===== src/rtl/errbank_pkg.sv =====
package errbank_pkg;
  localparam int DATA_W   = 32;
  localparam int LANES    = DATA_W / 8;
  localparam int LETTERS  = 4;
  localparam int LETTER_W = 2;
  localparam int WIN_SH   = 7;   // 128-byte letter window
  localparam int GRP_W    = WIN_SH - 2;
  localparam int MAP_SH   = WIN_SH + LETTER_W; // 0x200 total map

  typedef enum logic [LETTER_W-1:0] {
    LTR_A = 2'd0,
    LTR_B = 2'd1,
    LTR_C = 2'd2,
    LTR_D = 2'd3
  } letter_e;
endpackage


===== src/rtl/errbank_decode.sv =====
module errbank_decode
  import errbank_pkg::*;
#(
  parameter int GROUPS  = 24,
  parameter int ADDR_W  = 10,
  parameter int STREAMS = 4 * GROUPS,
  parameter int IDX_W   = $clog2(STREAMS)
) (
  input  logic [ADDR_W-1:2]  addr,
  input  logic               sel,
  input  logic               wr,
  input  logic [LANES-1:0]   be,
  output logic               hit,
  output logic [IDX_W-1:0]   idx,
  output logic               rd_en,
  output logic [STREAMS-1:0] clr_vec
);
  localparam int WIDE_W = IDX_W + 3;

  letter_e          letter;
  logic [GRP_W-1:0] group;
  logic             above_map;
  logic             grp_ok;
  logic             wr_any;
  logic [WIDE_W-1:0] idx_wide;

  assign letter = letter_e'(addr[MAP_SH-1:WIN_SH]);
  assign group  = addr[WIN_SH-1:2];

  generate
    if (ADDR_W > MAP_SH) begin : g_upper
      assign above_map = |addr[ADDR_W-1:MAP_SH];
    end else begin : g_no_upper
      assign above_map = 1'b0;
    end
  endgenerate

  always_comb begin
    grp_ok   = (32'(group) < 32'(GROUPS));
    hit      = grp_ok && !above_map;
    idx_wide = (WIDE_W'(group) << 2) | WIDE_W'(letter);
    idx      = idx_wide[IDX_W-1:0];
    rd_en    = sel && !wr;
    wr_any   = sel && wr && (|be) && hit;
  end

  generate
    for (genvar s = 0; s < STREAMS; s++) begin : g_clr
      assign clr_vec[s] = wr_any && (idx == IDX_W'(s));
    end
  endgenerate
endmodule


===== src/rtl/errbank_cell.sv =====
module errbank_cell #(
  parameter int CNT_W = 16
) (
  input  logic             clk,
  input  logic             rst_n,
  input  logic             err,
  input  logic             clr,
  output logic [CNT_W-1:0] count
);
  logic [CNT_W-1:0] cnt_q;
  logic [CNT_W-1:0] cnt_d;
  logic             cnt_en;
  logic             at_max;

  always_comb begin
    at_max = &cnt_q;
    cnt_en = clr || (err && !at_max);
    if (clr) begin
      cnt_d = '0;
    end else begin
      cnt_d = cnt_q + CNT_W'(1);
    end
  end

  always_ff @(posedge clk or negedge rst_n) begin
    if (!rst_n) begin
      cnt_q <= '0;
    end else if (cnt_en) begin
      cnt_q <= cnt_d;
    end
  end

  assign count = cnt_q;
endmodule


===== src/rtl/errbank_rdport.sv =====
module errbank_rdport
  import errbank_pkg::*;
#(
  parameter int STREAMS = 96,
  parameter int CNT_W   = 16,
  parameter int IDX_W   = $clog2(STREAMS)
) (
  input  logic                     clk,
  input  logic                     rst_n,
  input  logic [STREAMS*CNT_W-1:0] counts,
  input  logic                     rd_en,
  input  logic                     hit,
  input  logic [IDX_W-1:0]         idx,
  output logic [DATA_W-1:0]        rdata
);
  logic [CNT_W-1:0]  picked;
  logic [DATA_W-1:0] rdata_d;
  logic [DATA_W-1:0] rdata_q;

  always_comb begin
    picked = '0;
    for (int s = 0; s < STREAMS; s++) begin
      if (idx == IDX_W'(s)) begin
        picked = counts[s*CNT_W +: CNT_W];
      end
    end
    rdata_d = hit ? DATA_W'(picked) : '0;
  end

  always_ff @(posedge clk or negedge rst_n) begin
    if (!rst_n) begin
      rdata_q <= '0;
    end else if (rd_en) begin
      rdata_q <= rdata_d;
    end
  end

  assign rdata = rdata_q;
endmodule


===== src/rtl/errbank_top.sv =====
module errbank_top
  import errbank_pkg::*;
#(
  parameter int GROUPS = 24,
  parameter int CNT_W  = 16,
  parameter int ADDR_W = 10
) (
  input  logic                  clk,
  input  logic                  rst_n,
  input  logic [4*GROUPS-1:0]   err_strobe,
  input  logic                  bus_sel,
  input  logic                  bus_wr,
  input  logic [LANES-1:0]      bus_be,
  input  logic [ADDR_W-1:2]     bus_addr,
  output logic [DATA_W-1:0]     bus_rdata
);
  localparam int STREAMS = LETTERS * GROUPS;
  localparam int IDX_W   = $clog2(STREAMS);

  logic                     hit;
  logic [IDX_W-1:0]         idx;
  logic                     rd_en;
  logic [STREAMS-1:0]       clr_vec;
  logic [STREAMS*CNT_W-1:0] cnt_flat;

  errbank_decode #(
    .GROUPS (GROUPS),
    .ADDR_W (ADDR_W),
    .STREAMS(STREAMS),
    .IDX_W  (IDX_W)
  ) u_decode (
    .addr   (bus_addr),
    .sel    (bus_sel),
    .wr     (bus_wr),
    .be     (bus_be),
    .hit    (hit),
    .idx    (idx),
    .rd_en  (rd_en),
    .clr_vec(clr_vec)
  );

  generate
    for (genvar s = 0; s < STREAMS; s++) begin : g_cell
      errbank_cell #(.CNT_W(CNT_W)) u_cell (
        .clk  (clk),
        .rst_n(rst_n),
        .err  (err_strobe[s]),
        .clr  (clr_vec[s]),
        .count(cnt_flat[s*CNT_W +: CNT_W])
      );
    end
  endgenerate

  errbank_rdport #(
    .STREAMS(STREAMS),
    .CNT_W  (CNT_W),
    .IDX_W  (IDX_W)
  ) u_rdport (
    .clk   (clk),
    .rst_n (rst_n),
    .counts(cnt_flat),
    .rd_en (rd_en),
    .hit   (hit),
    .idx   (idx),
    .rdata (bus_rdata)
  );
endmodule


===== config.mk =====
export PLATFORM = sky130hd
export DESIGN_NAME = errbank_top
export DESIGN_NICKNAME = d
export VERILOG_FILES = /design/src/rtl/errbank_pkg.sv /design/src/rtl/errbank_decode.sv /design/src/rtl/errbank_cell.sv /design/src/rtl/errbank_rdport.sv /design/src/rtl/errbank_top.sv
export SDC_FILE = /design/constraint.sdc
export NUM_CORES = 2
export LEC_CHECK = 0
export ABC_AREA = 0
export BUFFER_PORTS_ARGS = -buffer_cell sky130_fd_sc_hd__buf_2
export CAP_MARGIN = 20
export CORE_ASPECT_RATIO = 0.8
export CORE_MARGIN = 2
export CORE_UTILIZATION = 30
export CTS_CLUSTER_DIAMETER = 150
export DETAILED_ROUTE_END_ITERATION = 10
export PLACE_DENSITY_LB_ADDON = 0.08
export SLEW_MARGIN = 25
export SYNTH_ARGS = -nofsm -noshare
export SYNTH_HDL_FRONTEND = slang
export SYNTH_SLANG_ARGS = --single-unit

===== constraint.sdc =====
create_clock -name clk -period 6.1 [get_ports clk]
set_input_delay 1.83 -clock clk [delete_from_list [all_inputs] [get_ports clk]]
set_output_delay 1.83 -clock clk [all_outputs]
set_load 0.05 [all_outputs]

==> key figures <==
STA
  – Fin Setup TNS: 0 ns
  – Slew Limit Headroom: 0.132
  – Fmax: roughly 190 MHz
  – Hold Fails Final Rpt: 0
  – Final period utilization: 0.860
  – Tmin final: roughly 5.2 ns
  – Worst-margin pin slew: 1.29 ns
  – Worst Skew: 0.0865 ns
  – Max Slew Vio Count: 0
  – Final setup violation count: 0
  – Final worst slack: roughly 0.85 ns
  – RSZ-0062 raised after global routing: false

Logic synthesis
  – Asr flop ratio synth: 1.00
  – Synth Register Bits: about 1600
  – Combinational family with the most area after synthesis: simple AND/OR/NAND/NOR gates
  – Top FF cell, synth: dfrtp_1
  – Post-Synth XOR/XNOR Area: 0.119
  – Seq/Total Area, Yosys: 0.440
  – Synth Area in Simple Gates: 0.248
  – Synth Warn #: 0
  – EDFF count, synth: 0
  – Avg Inst Size Synth: 8.94 um2
  – Post-synthesis mux area share: 0.0162
  – Post-Syn Instances: ~9900
  – Synth cell types: between 100 and 150
  – Adder-Cell Fraction of Synth Area: 0.0136
  – Synth Area in Compound Gates: 0.135
  – Synthesized area: slightly below 90000 um2

Worst setup path
  – CP max FO: between 40 and 50
  – Crit. End Element: register
  – Worst Reg-to-Reg Cells: 8
  – Worst Path Required: 6.87 ns
  – CP startpoint kind: input pin
  – WS Path Type: input pin to register
  – CP arrival: roughly 6 ns

Route
  – Avg WL per Cell: between 30 and 40 um
  – WL final: around 450 mm
  – Antenna-violating nets left: 0
  – DR vias/cell: between 5 and 6
  – 1st-iter DRT viols: roughly 12000
  – Vias post-DR: about 83000
  – Residual DRC count: 0
  – DR pass1 iterations: 9

Clock tree
  – CTS resizes: 0
  – CTS max path bufs: 4
  – Hold_buf cts: 0
  – Setup repair bufs after CTS: 0
  – Later-pin clock latency in the skew report: between 0.9 and 1 ns
  – CTS buffer count: between 150 and 200
  – CTS Sinks: roughly 1600
  – CTS tree: yes
  – H-tree lvl count: 4
  – Worst-path clk slew: roughly 0.06 ns
  – Clk root buf: clkbuf_16

Global route
  – First-pass GRT wire length: 629 mm
  – Largest net degree at the start of global routing: 154
  – Grt ovf: 0
  – Vias in the first global route: between 70000 and 80000
  – Initial antenna violation count: 42
  – Gr usage total: 0.297

Layout
  – Fraction of layout instances using a drive strength above 1: 0.0956
  – Area Overhead vs Synth: 15.2%
  – Nets@finish: roughly 10000
  – Fin util: 0.347

Pwr
  – Worst vdd ir: approximately 230 uV
  – Comb power frac: 0.174
  – Clk network pwr share: 0.341
  – Pleak: approximately 0.043 uW
  – Sw power: ~13000 uW
  – Pint: about 22000 uW
  – Sw frac: 0.378
  – Pwr Density: around 350 nW/um2
  – Seq pwr share: 0.485

Run status
  – Status: complete, no violations

Floorplanning
  – Die footprint: 299000 um2
  – Std-Cell Rows: around 180
  – Die width: around 610 um
  – Core area: 294000 um2
  – Die Y: around 490 um
  – # IOs: between 100 and 150
  – Initial Util: 0.301

Min path
  – Worst Hold Class: register to register
  – Hold path cells: 2

Placement
  – GP Congestion: a little over 1
  – Place WS: approximately 0.17 ns
  – I/O Buffers: about 130
  – Detailed Place HPWL: 354 mm

Run
  – Max-cap violations: 0
-- registers in the layout (all words and copies together) (netlist names) --
register / cells
u_rdport.rdata: 16
g_cell.u_cell.count: 1536
-- critical path, stage by stage --
cell,delay [ns]
buf_4,0.38
buf_12,0.32
nor4bb_4,0.15
buf_12,0.23
a22o_1,0.27
a221oi_1,0.52
o311ai_0,0.38
a2111oi_0,1.03
a21oi_1,0.38
nor3_1,0.32
o21ai_1,0.12
-- logic make-up after synthesis --
logic type,Yosys count
other cells,1
compound gates,1749
mux,133
simple gates,4592
flops,1552
xor+xnor,1196
fa+ha+maj,96
buf+inv,566
-- metrics by stage --
stage                     cells  area, um2  hold WS (ns)  power [uW]
after floorplan            9900      88400         0.482       19000
after global placement    13800      95100         0.531       22900
after detailed placement  13800      95300         0.539       23000
after CTS                 14200     102000         0.552       35200
after global routing      14200     102000         0.574       36800
final                     14200     102000         0.553       35200
-- power by group through the flow --
stage,Combinational [uW],Clock (uW),Sequential (uW)
2_1_floorplan,4500,0,14500
3_3_place_gp,5910,0,17000
3_5_place_dp,6060,0,17000
4_1_cts,6100,12200,16800
5_1_grt,6950,12600,17200
6_report,6120,12000,17000
-- layout by cell type (no fill, tap or decap), types with 28 or more instances in the layout --
master,Yosys,final
xor2_1,766,766
a22oi_1,266,266
a31oi_1,36,36
a221oi_1,84,84
buf_2,133,122
o211ai_1,30,30
buf_4,33,337
and4_1,112,111
clkbuf_8,0,54
o31ai_1,32,31
a222oi_1,43,43
ha_1,96,96
nand4_1,384,384
a211oi_1,32,32
dfrtp_1,1552,1552
clkbuf_1,213,49
o22ai_1,63,63
nand3_1,505,505
a21oi_1,386,386
o21ai_0,404,404
clkbuf_16,0,200
and3_1,196,196
o31a_1,56,56
or3_1,249,249
and2_1,76,76
buf_12,0,28
nor2_2,14,57
nor2b_1,44,40
nand2_1,844,843
mux2i_1,101,101
inv_1,147,147
a22o_1,49,49
nor3_1,173,166
xnor2_1,430,430
nor2_1,1815,1772
-- layout make-up --
class | instances | area, um2
fillers | 30300 | 192000
multi-input cells | 7782 | 47300
flip-flops and latches | 1552 | 38800
clock buffers | 303 | 5930
well taps | 3870 | 4840
repair buffers | 491 | 3770
inverters | 151 | 567
clock inverters | 38 | 457
diodes | 15 | 37.5
-- cells in the mapped netlist, drive strengths merged, types with 44 or more instances --
| library cell | count | share of area |
|---|---|---|
| and3 | 196 | 0.014 |
| nand3 | 505 | 0.029 |
| clkbuf | 213 | 0.0091 |
| a21oi | 386 | 0.022 |
| nor2 | 1832 | 0.079 |
| a22oi | 266 | 0.023 |
| nand2 | 846 | 0.036 |
| xor2 | 766 | 0.076 |
| and2 | 78 | 0.0055 |
| nor2b | 44 | 0.0031 |
| a22o | 49 | 0.0049 |
| or3 | 249 | 0.018 |
| o22ai | 63 | 0.0045 |
| and4 | 112 | 0.011 |
| inv | 149 | 0.0063 |
| o21ai | 413 | 0.023 |
| buf | 202 | 0.013 |
| dfrtp | 1552 | 0.44 |
| nand4 | 384 | 0.027 |
| ha | 96 | 0.014 |
| o31a | 56 | 0.0056 |
| nor3 | 181 | 0.011 |
| a221oi | 84 | 0.0083 |
| mux2i | 101 | 0.011 |
| xnor2 | 430 | 0.043 |
-- worst paths after layout --
| check | from | to | slack [ns] |
|---|---|---|---|
| worst max-delay path | bus_addr[2] | u_rdport.rdata[11]$_DFFE_PN0P_ | 0.85 |
| worst max register to register | g_cell[14].u_cell.count[5]$_DFFE_PN0P_ | u_rdport.rdata[5]$_DFFE_PN0P_ | 2.25 |
| worst min-delay path | g_cell[10].u_cell.count[10]$_DFFE_PN0P_ | g_cell[10].u_cell.count[10]$_DFFE_PN0P_ | 0.55 |
| min in group asynchronous | rst_n | g_cell[3].u_cell.count[12]$_DFFE_PN0P_ | 0.85 |
| max in group asynchronous | rst_n | g_cell[59].u_cell.count[5]$_DFFE_PN0P_ | 3.66 |
| worst min register to register | g_cell[10].u_cell.count[10]$_DFFE_PN0P_ | g_cell[10].u_cell.count[10]$_DFFE_PN0P_ | 0.55 |
-- routing by layer --
metal  wire length, um  share of wire  GRT usage  vias up
met5               109        0.00024          0        -
met4             16800          0.037     0.0987       16
met3             44700          0.099     0.0647      674
met2            176000           0.39      0.399     4076
met1            215000           0.48      0.459    42300
li1                  -              -          -    35900
Note: power is estimated with default switching activity, not from simulation.
